**src/rtl/exc_pkg.sv**
```systemverilog
package exc_pkg;
  localparam int unsigned XLEN   = 32;
  localparam int unsigned CODE_W = 12;
  localparam int unsigned MD_BIT = 30;
  localparam int unsigned RB_BIT = 29;
  localparam int unsigned BL_BIT = 28;

  typedef struct packed {
    logic [CODE_W-1:0] code;
    logic [XLEN-1:0]   ret_pc;
    logic [XLEN-1:0]   vaddr;
  } exc_rec_t;
endpackage

```
**src/rtl/exc_pend.sv**
```systemverilog
module exc_pend
  import exc_pkg::*;
(
  input  logic     clk_i,
  input  logic     rst_ni,
  input  logic     live_gen_i,
  input  exc_rec_t live_rec_i,
  input  logic     bl_i,
  input  logic     hold_i,
  output logic     go_o,
  output exc_rec_t rec_o,
  output logic     pend_o
);
  logic     pend_q;
  exc_rec_t pend_rec_q;

  assign go_o   = ~bl_i & ~hold_i & (pend_q | live_gen_i);
  assign rec_o  = pend_q ? pend_rec_q : live_rec_i;
  assign pend_o = pend_q;

  always_ff @(posedge clk_i or negedge rst_ni) begin
    if (!rst_ni) begin
      pend_q     <= 1'b0;
      pend_rec_q <= '0;
    end else if (go_o) begin
      pend_q     <= 1'b0;
    end else if (live_gen_i && !pend_q) begin
      pend_q     <= 1'b1;
      pend_rec_q <= live_rec_i;
    end
  end
endmodule

```
**src/rtl/exc_ctx.sv**
```systemverilog
module exc_ctx
  import exc_pkg::*;
#(
  parameter logic [CODE_W-1:0] MHIT_CODE = 12'h140
) (
  input  logic              clk_i,
  input  logic              rst_ni,
  input  logic              gen_go_i,
  input  logic              mh_go_i,
  input  exc_rec_t          rec_i,
  input  logic [XLEN-1:0]   mh_vaddr_i,
  input  logic [XLEN-1:0]   sr_i,
  input  logic [XLEN-1:0]   r15_i,
  output logic [XLEN-1:0]   spc_o,
  output logic [XLEN-1:0]   ssr_o,
  output logic [XLEN-1:0]   sgr_o,
  output logic [XLEN-1:0]   tea_o,
  output logic [CODE_W-1:0] expevt_o
);
  always_ff @(posedge clk_i or negedge rst_ni) begin
    if (!rst_ni) begin
      spc_o    <= '0;
      ssr_o    <= '0;
      sgr_o    <= '0;
      tea_o    <= '0;
      expevt_o <= '0;
    end else if (mh_go_i) begin
      tea_o    <= mh_vaddr_i;
      expevt_o <= MHIT_CODE;
    end else if (gen_go_i) begin
      spc_o    <= rec_i.ret_pc;
      ssr_o    <= sr_i;
      sgr_o    <= r15_i;
      tea_o    <= rec_i.vaddr;
      expevt_o <= rec_i.code;
    end
  end
endmodule

```
**src/rtl/exc_target.sv**
```systemverilog
module exc_target
  import exc_pkg::*;
#(
  parameter logic [XLEN-1:0] GEN_OFFSET = 32'h0000_0100,
  parameter logic [XLEN-1:0] MHIT_VEC   = 32'hA000_0000
) (
  input  logic            mh_go_i,
  input  logic            gen_go_i,
  input  logic            rte_i,
  input  logic [XLEN-1:0] vbr_i,
  input  logic [XLEN-1:0] sr_i,
  input  logic [XLEN-1:0] spc_i,
  input  logic [XLEN-1:0] ssr_i,
  input  logic [XLEN-1:0] sgr_i,
  output logic            redirect_valid_o,
  output logic [XLEN-1:0] redirect_pc_o,
  output logic            sr_we_o,
  output logic [XLEN-1:0] sr_o,
  output logic            r15_we_o,
  output logic [XLEN-1:0] r15_o
);
  localparam logic [XLEN-1:0] ENTRY_SET =
    (XLEN'(1) << MD_BIT) | (XLEN'(1) << RB_BIT) | (XLEN'(1) << BL_BIT);

  logic ret_go;
  assign ret_go = rte_i & ~mh_go_i & ~gen_go_i;

  always_comb begin
    redirect_valid_o = mh_go_i | gen_go_i | ret_go;
    redirect_pc_o    = spc_i;
    sr_we_o          = gen_go_i | ret_go;
    sr_o             = ssr_i;
    r15_we_o         = ret_go;
    r15_o            = sgr_i;
    if (mh_go_i) begin
      redirect_pc_o = MHIT_VEC;
    end else if (gen_go_i) begin
      redirect_pc_o = vbr_i + GEN_OFFSET;
      sr_o          = sr_i | ENTRY_SET;
    end
  end
endmodule

```
**src/rtl/exc_entry_seq.sv**
```systemverilog
module exc_entry_seq
  import exc_pkg::*;
#(
  parameter logic [XLEN-1:0]   GEN_OFFSET = 32'h0000_0100,
  parameter logic [XLEN-1:0]   MHIT_VEC   = 32'hA000_0000,
  parameter logic [CODE_W-1:0] MHIT_CODE  = 12'h140
) (
  input  logic              clk_i,
  input  logic              rst_ni,
  input  logic              req_valid_i,
  input  logic              req_mhit_i,
  input  logic [CODE_W-1:0] req_code_i,
  input  logic [XLEN-1:0]   req_pc_i,
  input  logic              req_slot_i,
  input  logic [XLEN-1:0]   req_branch_pc_i,
  input  logic [XLEN-1:0]   req_vaddr_i,
  input  logic              rte_i,
  input  logic [XLEN-1:0]   sr_i,
  input  logic [XLEN-1:0]   r15_i,
  input  logic [XLEN-1:0]   vbr_i,
  output logic              sr_we_o,
  output logic [XLEN-1:0]   sr_o,
  output logic              r15_we_o,
  output logic [XLEN-1:0]   r15_o,
  output logic              redirect_valid_o,
  output logic [XLEN-1:0]   redirect_pc_o,
  output logic              flush_o,
  output logic              pending_o,
  output logic [XLEN-1:0]   spc_o,
  output logic [XLEN-1:0]   ssr_o,
  output logic [XLEN-1:0]   sgr_o,
  output logic [XLEN-1:0]   tea_o,
  output logic [CODE_W-1:0] expevt_o
);
  logic     live_gen, live_mh, gen_go;
  exc_rec_t live_rec, sel_rec;

  assign live_gen        = req_valid_i & ~req_mhit_i;
  assign live_mh         = req_valid_i & req_mhit_i;
  assign live_rec.code   = req_code_i;
  assign live_rec.ret_pc = req_slot_i ? req_branch_pc_i : req_pc_i;
  assign live_rec.vaddr  = req_vaddr_i;

  exc_pend u_pend (
    .clk_i      (clk_i),
    .rst_ni     (rst_ni),
    .live_gen_i (live_gen),
    .live_rec_i (live_rec),
    .bl_i       (sr_i[BL_BIT]),
    .hold_i     (live_mh),
    .go_o       (gen_go),
    .rec_o      (sel_rec),
    .pend_o     (pending_o)
  );

  exc_ctx #(.MHIT_CODE(MHIT_CODE)) u_ctx (
    .clk_i      (clk_i),
    .rst_ni     (rst_ni),
    .gen_go_i   (gen_go),
    .mh_go_i    (live_mh),
    .rec_i      (sel_rec),
    .mh_vaddr_i (req_vaddr_i),
    .sr_i       (sr_i),
    .r15_i      (r15_i),
    .spc_o      (spc_o),
    .ssr_o      (ssr_o),
    .sgr_o      (sgr_o),
    .tea_o      (tea_o),
    .expevt_o   (expevt_o)
  );

  exc_target #(.GEN_OFFSET(GEN_OFFSET), .MHIT_VEC(MHIT_VEC)) u_tgt (
    .mh_go_i          (live_mh),
    .gen_go_i         (gen_go),
    .rte_i            (rte_i),
    .vbr_i            (vbr_i),
    .sr_i             (sr_i),
    .spc_i            (spc_o),
    .ssr_i            (ssr_o),
    .sgr_i            (sgr_o),
    .redirect_valid_o (redirect_valid_o),
    .redirect_pc_o    (redirect_pc_o),
    .sr_we_o          (sr_we_o),
    .sr_o             (sr_o),
    .r15_we_o         (r15_we_o),
    .r15_o            (r15_o)
  );

  assign flush_o = redirect_valid_o;
endmodule

```
**config.mk**
```make
export PLATFORM = sky130hd
export DESIGN_NAME = exc_entry_seq
export DESIGN_NICKNAME = d
export VERILOG_FILES = /design/src/rtl/exc_pkg.sv /design/src/rtl/exc_pend.sv /design/src/rtl/exc_ctx.sv /design/src/rtl/exc_target.sv /design/src/rtl/exc_entry_seq.sv
export SDC_FILE = /design/constraint.sdc
export NUM_CORES = 1
export LEC_CHECK = 0
export ABC_AREA = 0
export CAP_MARGIN = 10
export CELL_PAD_IN_SITES_DETAIL_PLACEMENT = 1
export CELL_PAD_IN_SITES_GLOBAL_PLACEMENT = 1
export CORE_MARGIN = 2
export CORE_UTILIZATION = 25
export CTS_CLUSTER_DIAMETER = 50
export DETAILED_ROUTE_END_ITERATION = 6
export DONT_BUFFER_PORTS = 1
export GPL_TIMING_DRIVEN = 1
export MAX_ROUTING_LAYER = met4
export PLACE_DENSITY_LB_ADDON = 0.1
export SLEW_MARGIN = 20
export SYNTH_ARGS = -nofsm -noshare
export SYNTH_HDL_FRONTEND = slang
export SYNTH_SLANG_ARGS = --single-unit
```
**constraint.sdc**
```tcl
create_clock -name clk_i -period 2.6 [get_ports clk_i]
set_clock_uncertainty 0.2 [all_clocks]
set_input_delay 0.39 -clock clk_i [delete_from_list [all_inputs] [get_ports clk_i]]
set_output_delay 0.39 -clock clk_i [all_outputs]
set_load 0.02 [all_outputs]
```
* Yosys cells after proc, flatten, opt, wreduce, memory -nomap -nowiden *
Cells that the tools add are included.

operators by class
  add/subtract/negate cells = 1
  muxes and demuxes = 12
  bitwise operators = 14
  reduce and logical (&&, ||, !) cells = 6

operators with widths
  cell                                            number
  2-to-1 mux 32 bit                               7
  2-to-1 mux 76 bit                               1
  adder 32 x 9 -> 32 bit (second input constant)  1
  2-to-1 mux 12 bit                               2
  bitwise AND 1 bit                               6
  NOT 1 bit                                       4
  OR 1 bit                                        4
  AND reduction 2 bit                             2
  nonzero test 2 bit                              2
  2-to-1 mux 1 bit                                2
  logical AND 1 bit                               1
  zero test 1 bit                                 1

storage, ports and cells
  bits in registers = 217
  input port bits = 210
  output and inout bits = 241
  word-level logic and storage cells = 42

* Logic depth before layout (Yosys ltp) *
Gate-level depths: netlist of the first run.

  depth after elaboration = 7
  mapped depth = 9
  depth with buffers taken out = 5

* Cells and area by module *
Synthesis of the first run repeated with hierarchy kept, for this count alone.

second synthesis, totals
  cells, all modules = 965
  area total of the unflattened synthesis = 11,631.2 um^2

modules (own cells, without submodules)
  module         instances  cells each  area each (um^2)  seq. area each (um^2)
  exc_ctx        1          381         5,654.2           3,503.4
  exc_pend       1          251         3,779.9           1,926.8
  exc_target     1          294         1,632.8           0.0
  exc_entry_seq  1          39          564.3             0.0

* Worst setup path before layout of the first run *
No wires, ideal clock.

  path type = register to output
  start = register u_pend.pend_q, in the netlist u_pend.pend_o
  end = output port redirect_pc_o[8]
  arrival time = 1.993 ns
  slack = 0.017 ns
  stages on the path, launching flop included = 8
  path buffers = 4
  cell sequence = dfrtp_1 > buf_4 > nor2_1 > or3_4 > buf_6 > buf_6 > clkbuf_1 > o21ai_0

between the ends
  longest elaborated chain between the ends = 4

RTL lines
  element                 RTL line             RTL
  from (decl)             exc_pend.sv:14       logic pend_q;
  from (signal assigned)  exc_pend.sv:23       pend_q <= 1'b0;
  from (signal assigned)  exc_pend.sv:26       pend_q <= 1'b0;
  from (signal assigned)  exc_pend.sv:28       pend_q <= 1'b1;
  OR 1 bit                exc_pend.sv:17       assign go_o = ~bl_i & ~hold_i & (pend_q | live_gen_i);
  bitwise AND 1 bit       exc_pend.sv:17
  2-to-1 mux 32 bit       exc_target.sv:37     end else if (gen_go_i) begin
  2-to-1 mux 32 bit       exc_target.sv:35     if (mh_go_i) begin
  to (decl)               exc_entry_seq.sv:26  output logic [XLEN-1:0] redirect_pc_o,

Every way passes these cells.

* Worst setup path in the final report of the first run *
  start = register u_pend.pend_q, in the netlist u_pend.pend_o
  end = output port redirect_pc_o[26]

The elaborated chain is that of the path after synthesis.

==> results of run 1 <==
[layout make-up]
type,instances,area (um2),area share (%)
Antenna cell,1,2.502,0.01655
Clock buffer,51,1091,7.217
Clock inverter,17,166.4,1.101
Inverter,1,3.754,0.02483
Multi-Input combinational cell,781,4954,32.77
Sequential cell,217,5434,35.94
Tap cell,532,665.6,4.403
Timing Repair Buffer,253,2801,18.53
[critical path: stages (launching register included)]
cell and delay [ns]:
dfrtp_4 0.42, nor2_4 0.05, or3_4 0.47, or4_4 0.54, nand3_2 0.14
[routing by layer]
| metal | routed length [um] | track usage [%] |
|---|---|---|
| met2 | 19650 | 30.13 |
| met3 | 2726 | 4.715 |
| met4 | 852 | 6.276 |
| met5 | 0 | - |
| met1 | 17040 | 22.75 |
[power by group]
part           switching (mW)  internal, mW  total [mW]
combinational            1.27          1.08        2.36
sequential               1.24          4.06        5.30
clock                    1.79          3.15        4.94
total                    4.30          8.29        12.6
[Yosys cell counts]
| cell | count | area share [%] |
|---|---|---|
| inv_1 | 1 | 0.037 |
| a31oi_1 | 3 | 0.18 |
| nand2_1 | 319 | 12 |
| mux2i_1 | 76 | 7.4 |
| and4_1 | 3 | 0.26 |
| or4_1 | 13 | 0.95 |
| buf_2 | 19 | 0.93 |
| ha_1 | 1 | 0.12 |
| xor2_1 | 9 | 0.77 |
| mux2_2 | 44 | 4.8 |
| or3_4 | 1 | 0.11 |
| o21ai_0 | 87 | 4.3 |
| o31ai_1 | 3 | 0.22 |
| nand3b_1 | 1 | 0.073 |
| nand4_1 | 10 | 0.61 |
| nor3_1 | 3 | 0.15 |
| o21a_1 | 1 | 0.073 |
| buf_4 | 34 | 2.5 |
| nand2b_1 | 4 | 0.24 |
| xnor2_1 | 1 | 0.086 |
| and3_1 | 1 | 0.061 |
| dfrtp_1 | 217 | 53 |
| or3_1 | 1 | 0.061 |
| a21oi_1 | 67 | 3.3 |
| and2_1 | 6 | 0.37 |
| nand3_1 | 49 | 2.4 |
| o211ai_1 | 9 | 0.66 |
| clkbuf_1 | 51 | 1.9 |
| buf_6 | 2 | 0.22 |
| nor2_1 | 68 | 2.5 |
[through the flow]
step	instances	TNS (ns)	util (%)
final	1853	-2.443	37.19
after floorplan	1104	0	-
after detailed placement	1577	-0.02565	26.50
after CTS	1838	-4.863	36.14
after global placement	1577	-0.02581	26.50
after global routing	1853	-6.685	37.19
[registers in the layout, summed over array words and instances, names as in the netlist]
name               cells
u_ctx.sgr_o           32
u_ctx.expevt_o        12
u_pend.pend_rec_q     76
u_pend.pend_o          1
u_ctx.ssr_o           32
u_ctx.tea_o           32
u_ctx.spc_o           32
[cells by family after synthesis]
logic type	count (synthesis)
muxes	120
DFF	217
xor gates and xnor gates	10
adders and majority gates	1
and+or+nand+nor	479
AOI/OAI and AO/OA	170
buffers and inverters	107
[final timing paths]
check	start	to	slack, ns	depth (start not counted)
max	u_pend.pend_o$_DFFE_PN0P_	redirect_pc_o[26]	-0.15	4
min	rst_ni	u_pend.pend_rec_q[17]$_DFFE_PN0P_	-0.65	0
max reg2reg	u_pend.pend_o$_DFFE_PN0P_	u_pend.pend_o$_DFFE_PN0P_	0.25	5
min reg2reg	u_pend.pend_rec_q[7]$_DFFE_PN0P_	u_pend.pend_rec_q[7]$_DFFE_PN0P_	0.30	1
max in group asynchronous	rst_ni	u_pend.pend_o$_DFFE_PN0P_	2.22	0
min in group clk_i	req_branch_pc_i[16]	u_ctx.spc_o[16]$_DFFE_PN0P_	0.03	4
[timing repair]
item | CTS | global route
buffers inserted | 10 | 7
endpoints found under the setup margin | 69 | 65
cloned | 8 | 7
hold endpoints to repair | 403 | 217
resized for setup | 163 | 48
pin swaps | 21 | 18
==> results.cfg, run 1 <==
[run_status]
status = finished, violations left
violations = negative hold slack, negative setup slack

[yosys]
synthesis.area_um2 = 10230
synthXorXnorAreaFrac_pct = 0.8557
avgSynthCellArea_um2 = 9.271
ys_seq_area_share_pct = 53.06
syn_nets = 1315
ys_ff_latch = 217
synthAdderAreaFrac_pct = 0.1222
synth_warnings = 0
synthCells = 1104
synth.area.mux_share_pct = 12.27
synthDistinctLibCells = 30
synth_compound_area_share_pct = 8.667
synth_top_family_by_area = simple AND/OR/NAND/NOR gates
yosys.area_share.simple_pct = 19.47

[clocking]
clk_pin_slew_ns = 0.06
clk_path_buf_depth = 3
cts_tree = yes
cts-root-buf = clkbuf_16
clock-sinks = 217
clock_latency_ns = 0.53
cts.htree.levels = 2
cts_buffers = 37
postCtsHoldBufs = 175

[routing]
drc = 0
viasPerCell = 4.768
num_vias = 8836
final_antenna_net_count = 0
wirelength_um = 40270
drt-initial-drc-count = 354
drt-pass1-iter-count = 4
wl_per_cell_um = 21.73

[placement]
placedInstanceArea_um2 = 10770
routabilityCongestion = 0.7684
dp_slack_ns = -0.02565
hpwl_um = 24630
port_buffers = 0

[global_routing]
grt_pass1_wl_um = 58060
grt_usage_pct = 18.67
grt_pass1_vias = 9296
overflow = 0
antenna_found_initial = 1
grt_max_degree = 218

[worst_setup_path]
path_max_fanout = 8
start_kind = register
cp.required_ns = 2.01
crit_type = register to primary output
crit_path_end_kind = primary output
arrival_ns = 2.16

[job]
drv_cap = 0

[timing]
grt_setup_unrepaired = true
relSlewSlack_pct = 55.04
hold_ws_ns = -0.6474
fmax_mhz = 363.3
tightest_slew_ns = 0.6745
setup_viol = 43
finalHoldViolCount = 217
period_share_pct = 105.9
drv_slew = 0
min_period_ns = 2.752
worst_slack_ns = -0.1524

[layout]
drive_above_1_share_pct = 22.80
fillCellCount = 4509
final_common_cell = nand2_1
fin_nets = 1502
area_growth_pct = 47.71
fin_area_um2 = 15120
most-common-layout-cells = nand2_1, dfrtp_1, dlygate4sd3_1, o21ai_0, mux2i_1

[floorplan]
fp.dieArea_um2 = 42570
core_um2 = 40650
row_count = 74
die_w_um = 206.3
die_h_um = 206.3
pin_count = 451
start_util_pct = 25.18

[worst_hold_path]
hold_class = input pin to asynchronous set/reset pin

[power_and_ir_drop]
power.leakage_nw = 6.803
p_total_mw = 12.59
power.density_nw_per_um2 = 833.1
ir_drop_uv = 344.5
No activity file was read; power rests on OpenSTA's default activity.
==> run 2, diff against run 1 <==
--- a/config.mk
+++ b/config.mk
@@ -6,6 +6,7 @@
 export NUM_CORES = 1
 export LEC_CHECK = 0
 export ABC_AREA = 0
+export BUFFER_PORTS_ARGS = -buffer_cell sky130_fd_sc_hd__buf_2
 export CAP_MARGIN = 10
 export CELL_PAD_IN_SITES_DETAIL_PLACEMENT = 1
 export CELL_PAD_IN_SITES_GLOBAL_PLACEMENT = 1
@@ -13,7 +14,6 @@
 export CORE_UTILIZATION = 25
 export CTS_CLUSTER_DIAMETER = 50
 export DETAILED_ROUTE_END_ITERATION = 6
-export DONT_BUFFER_PORTS = 1
 export GPL_TIMING_DRIVEN = 1
 export MAX_ROUTING_LAYER = met4
 export PLACE_DENSITY_LB_ADDON = 0.1
==> results.cfg, run 2 (synthesis results as in run 1) <==
[clocking]
cts.htree.levels = 2
cts_tree = yes
clock-sinks = 217
clock_latency_ns = 0.52
clk_pin_slew_ns = 0.05
cts_buffers = 35
cts-root-buf = clkbuf_16
clk_path_buf_depth = 3

[layout]
most-common-layout-cells = buf_2, nand2_1, dfrtp_1, dlygate4sd3_1
fillCellCount = 4738
area_growth_pct = 59.76
largest_reg_flops = 76
final_common_cell = buf_2
fin_nets = 1896
regMostFlops = u_pend.pend_rec_q
drive_above_1_share_pct = 39.60

[placement]
port_buffers = 450
dp_slack_ns = -0.1291
hpwl_um = 28340
routabilityCongestion = 0.7673

[timing]
grt_setup_unrepaired = true
hold_ws_ns = 0.01981
min_period_ns = 2.871
period_share_pct = 110.4
tightest_slew_ns = 0.6496
finalHoldViolCount = 0
relSlewSlack_pct = 56.69
fmax_mhz = 348.3
setup_viol = 61
worst_slack_ns = -0.2709
drv_slew = 0

[routing]
num_vias = 10074
wirelength_um = 42030
drt-initial-drc-count = 361
final_antenna_net_count = 0
wl_per_cell_um = 18.72
viasPerCell = 4.487
drc = 0
drt-pass1-iter-count = 5

[floorplan]
core_um2 = 40650
die_w_um = 206.3
start_util_pct = 25.18
fp.dieArea_um2 = 42570
row_count = 74
pin_count = 451
die_h_um = 206.3

[global_routing]
grt_max_degree = 72
antenna_found_initial = 4
grt_usage_pct = 19.22
grt_pass1_wl_um = 60330
grt_pass1_vias = 10332
overflow = 0

[worst_hold_path]
hold_class = input pin to register
holdPathStages = 3

[worst_setup_path]
cp.required_ns = 2.01
arrival_ns = 2.28
path_max_fanout = 10
crit_path_end_kind = primary output
critPathBufInv = 2
reg2regPathDepth = 5
cpPeakStageDelay_ns = 0.51
start_kind = register
cp.depth = 6
cp_cell_sequence = nor2_2 > or3_4 > buf_12 > or4_4 > nand3_2 > buf_6
slowest_stage = or4_4
crit_type = register to primary output
cp_top_family = simple AND/OR/NAND/NOR gates

[power_and_ir_drop]
sw_frac_of_total_pct = 33.74
p_sw_mw = 4.344
p_int_mw = 8.530
p_total_mw = 12.87
ir_drop_uv = 332.1
pwr-share-seq_pct = 35.1
clockPowerShare_pct = 35.9
power.leakage_nw = 8.233
p_comb_share_pct = 29.0
power.density_nw_per_um2 = 787.4

[run_status]
violations = negative setup slack
status = finished, violations left

[job]
drv_cap = 0
## run 2: cell types whose count changed in the layout (fill, tap and decap cells not counted), sizes merged
cell,before,now
buf,70,521
dlygate4sd3,175,124
clkinv,9,3
clkbuf,56,51
diode,1,6
bufbuf,3,2
bufinv,2,3
inv,5,4
or3,3,2
## run 2: cell type report
| cell class | count | area [um2] | share of cell area [%] |
|---|---|---|---|
| repair buffers | 650 | 4606 | 28.17 |
| clock inverters | 11 | 146.4 | 0.8953 |
| diodes | 6 | 15.01 | 0.09183 |
| flip-flops and latches | 217 | 5434 | 33.23 |
| clock buffers | 48 | 994.7 | 6.084 |
| multi-input cells | 780 | 4486 | 27.43 |
| well taps | 532 | 665.6 | 4.071 |
| inverters | 1 | 3.754 | 0.02296 |
## run 2: path summary, 6_finish.rpt
kind | startpoint | slack (ns) | to
setup / recovery | u_pend.pend_o$_DFFE_PN0P_ | -0.27 | redirect_pc_o[28]
hold / removal | req_pc_i[7] | 0.02 | u_pend.pend_rec_q[39]$_DFFE_PN0P_
setup reg to reg | u_pend.pend_o$_DFFE_PN0P_ | 0.51 | u_ctx.spc_o[3]$_DFFE_PN0P_
hold reg to reg | u_ctx.tea_o[27]$_DFFE_PN0P_ | 0.27 | u_ctx.tea_o[27]$_DFFE_PN0P_
max in group asynchronous | rst_ni | 1.17 | u_ctx.spc_o[15]$_DFFE_PN0P_
min in group asynchronous | rst_ni | 0.25 | u_pend.pend_rec_q[11]$_DFFE_PN0P_
## run 2: worst reg2reg max path, cell delays in order (launching register included)
cell	delay (ns)
dfrtp_4	0.41
buf_4	0.44
buf_4	0.55
nor2_1	0.12
a21oi_1	0.16
o21ai_0	0.09
## run 2: power by group through the flow
stage          logic, mW  registers [mW]  clock network (mW)
3_3_place_gp        3.30            4.54                   0
2_1_floorplan       1.54            4.97                   0
5_1_grt             4.08            4.62                4.92
4_1_cts             3.65            4.53                4.77
3_5_place_dp        3.33            4.58                   0
6_report            3.74            4.52                4.62
## run 2: metal layers
layer,global-route usage [%],vias up,wire [um]
met2,31.58,280,20430
met3,4.305,62,2234
met5,-,-,0
met1,23.91,4871,18520
li1,-,4861,-
met4,4.949,0,844
## run 2: repair_timing
action,4_1_cts,5_1_grt
buffers inserted,9,2
endpoints found under the hold margin,219,0
resized for setup,69,66
hold buffers,124,0
pin swaps,7,1
endpoints found under the setup margin,65,65
gates cloned,3,7
## run 2: per-stage QoR
stage | setup TNS, ns | utilization, % | cell area, um2 | instances
finish | -11.56 | 40.23 | 16350 | 2245
global route | -17.06 | 40.21 | 16340 | 2242
CTS | -12.15 | 39.32 | 15980 | 2230
detailed placement | -0.8689 | 32.49 | 13210 | 2035
global placement | -0.7182 | 32.49 | 13210 | 2035
floorplan | 0 | - | 10230 | 1104
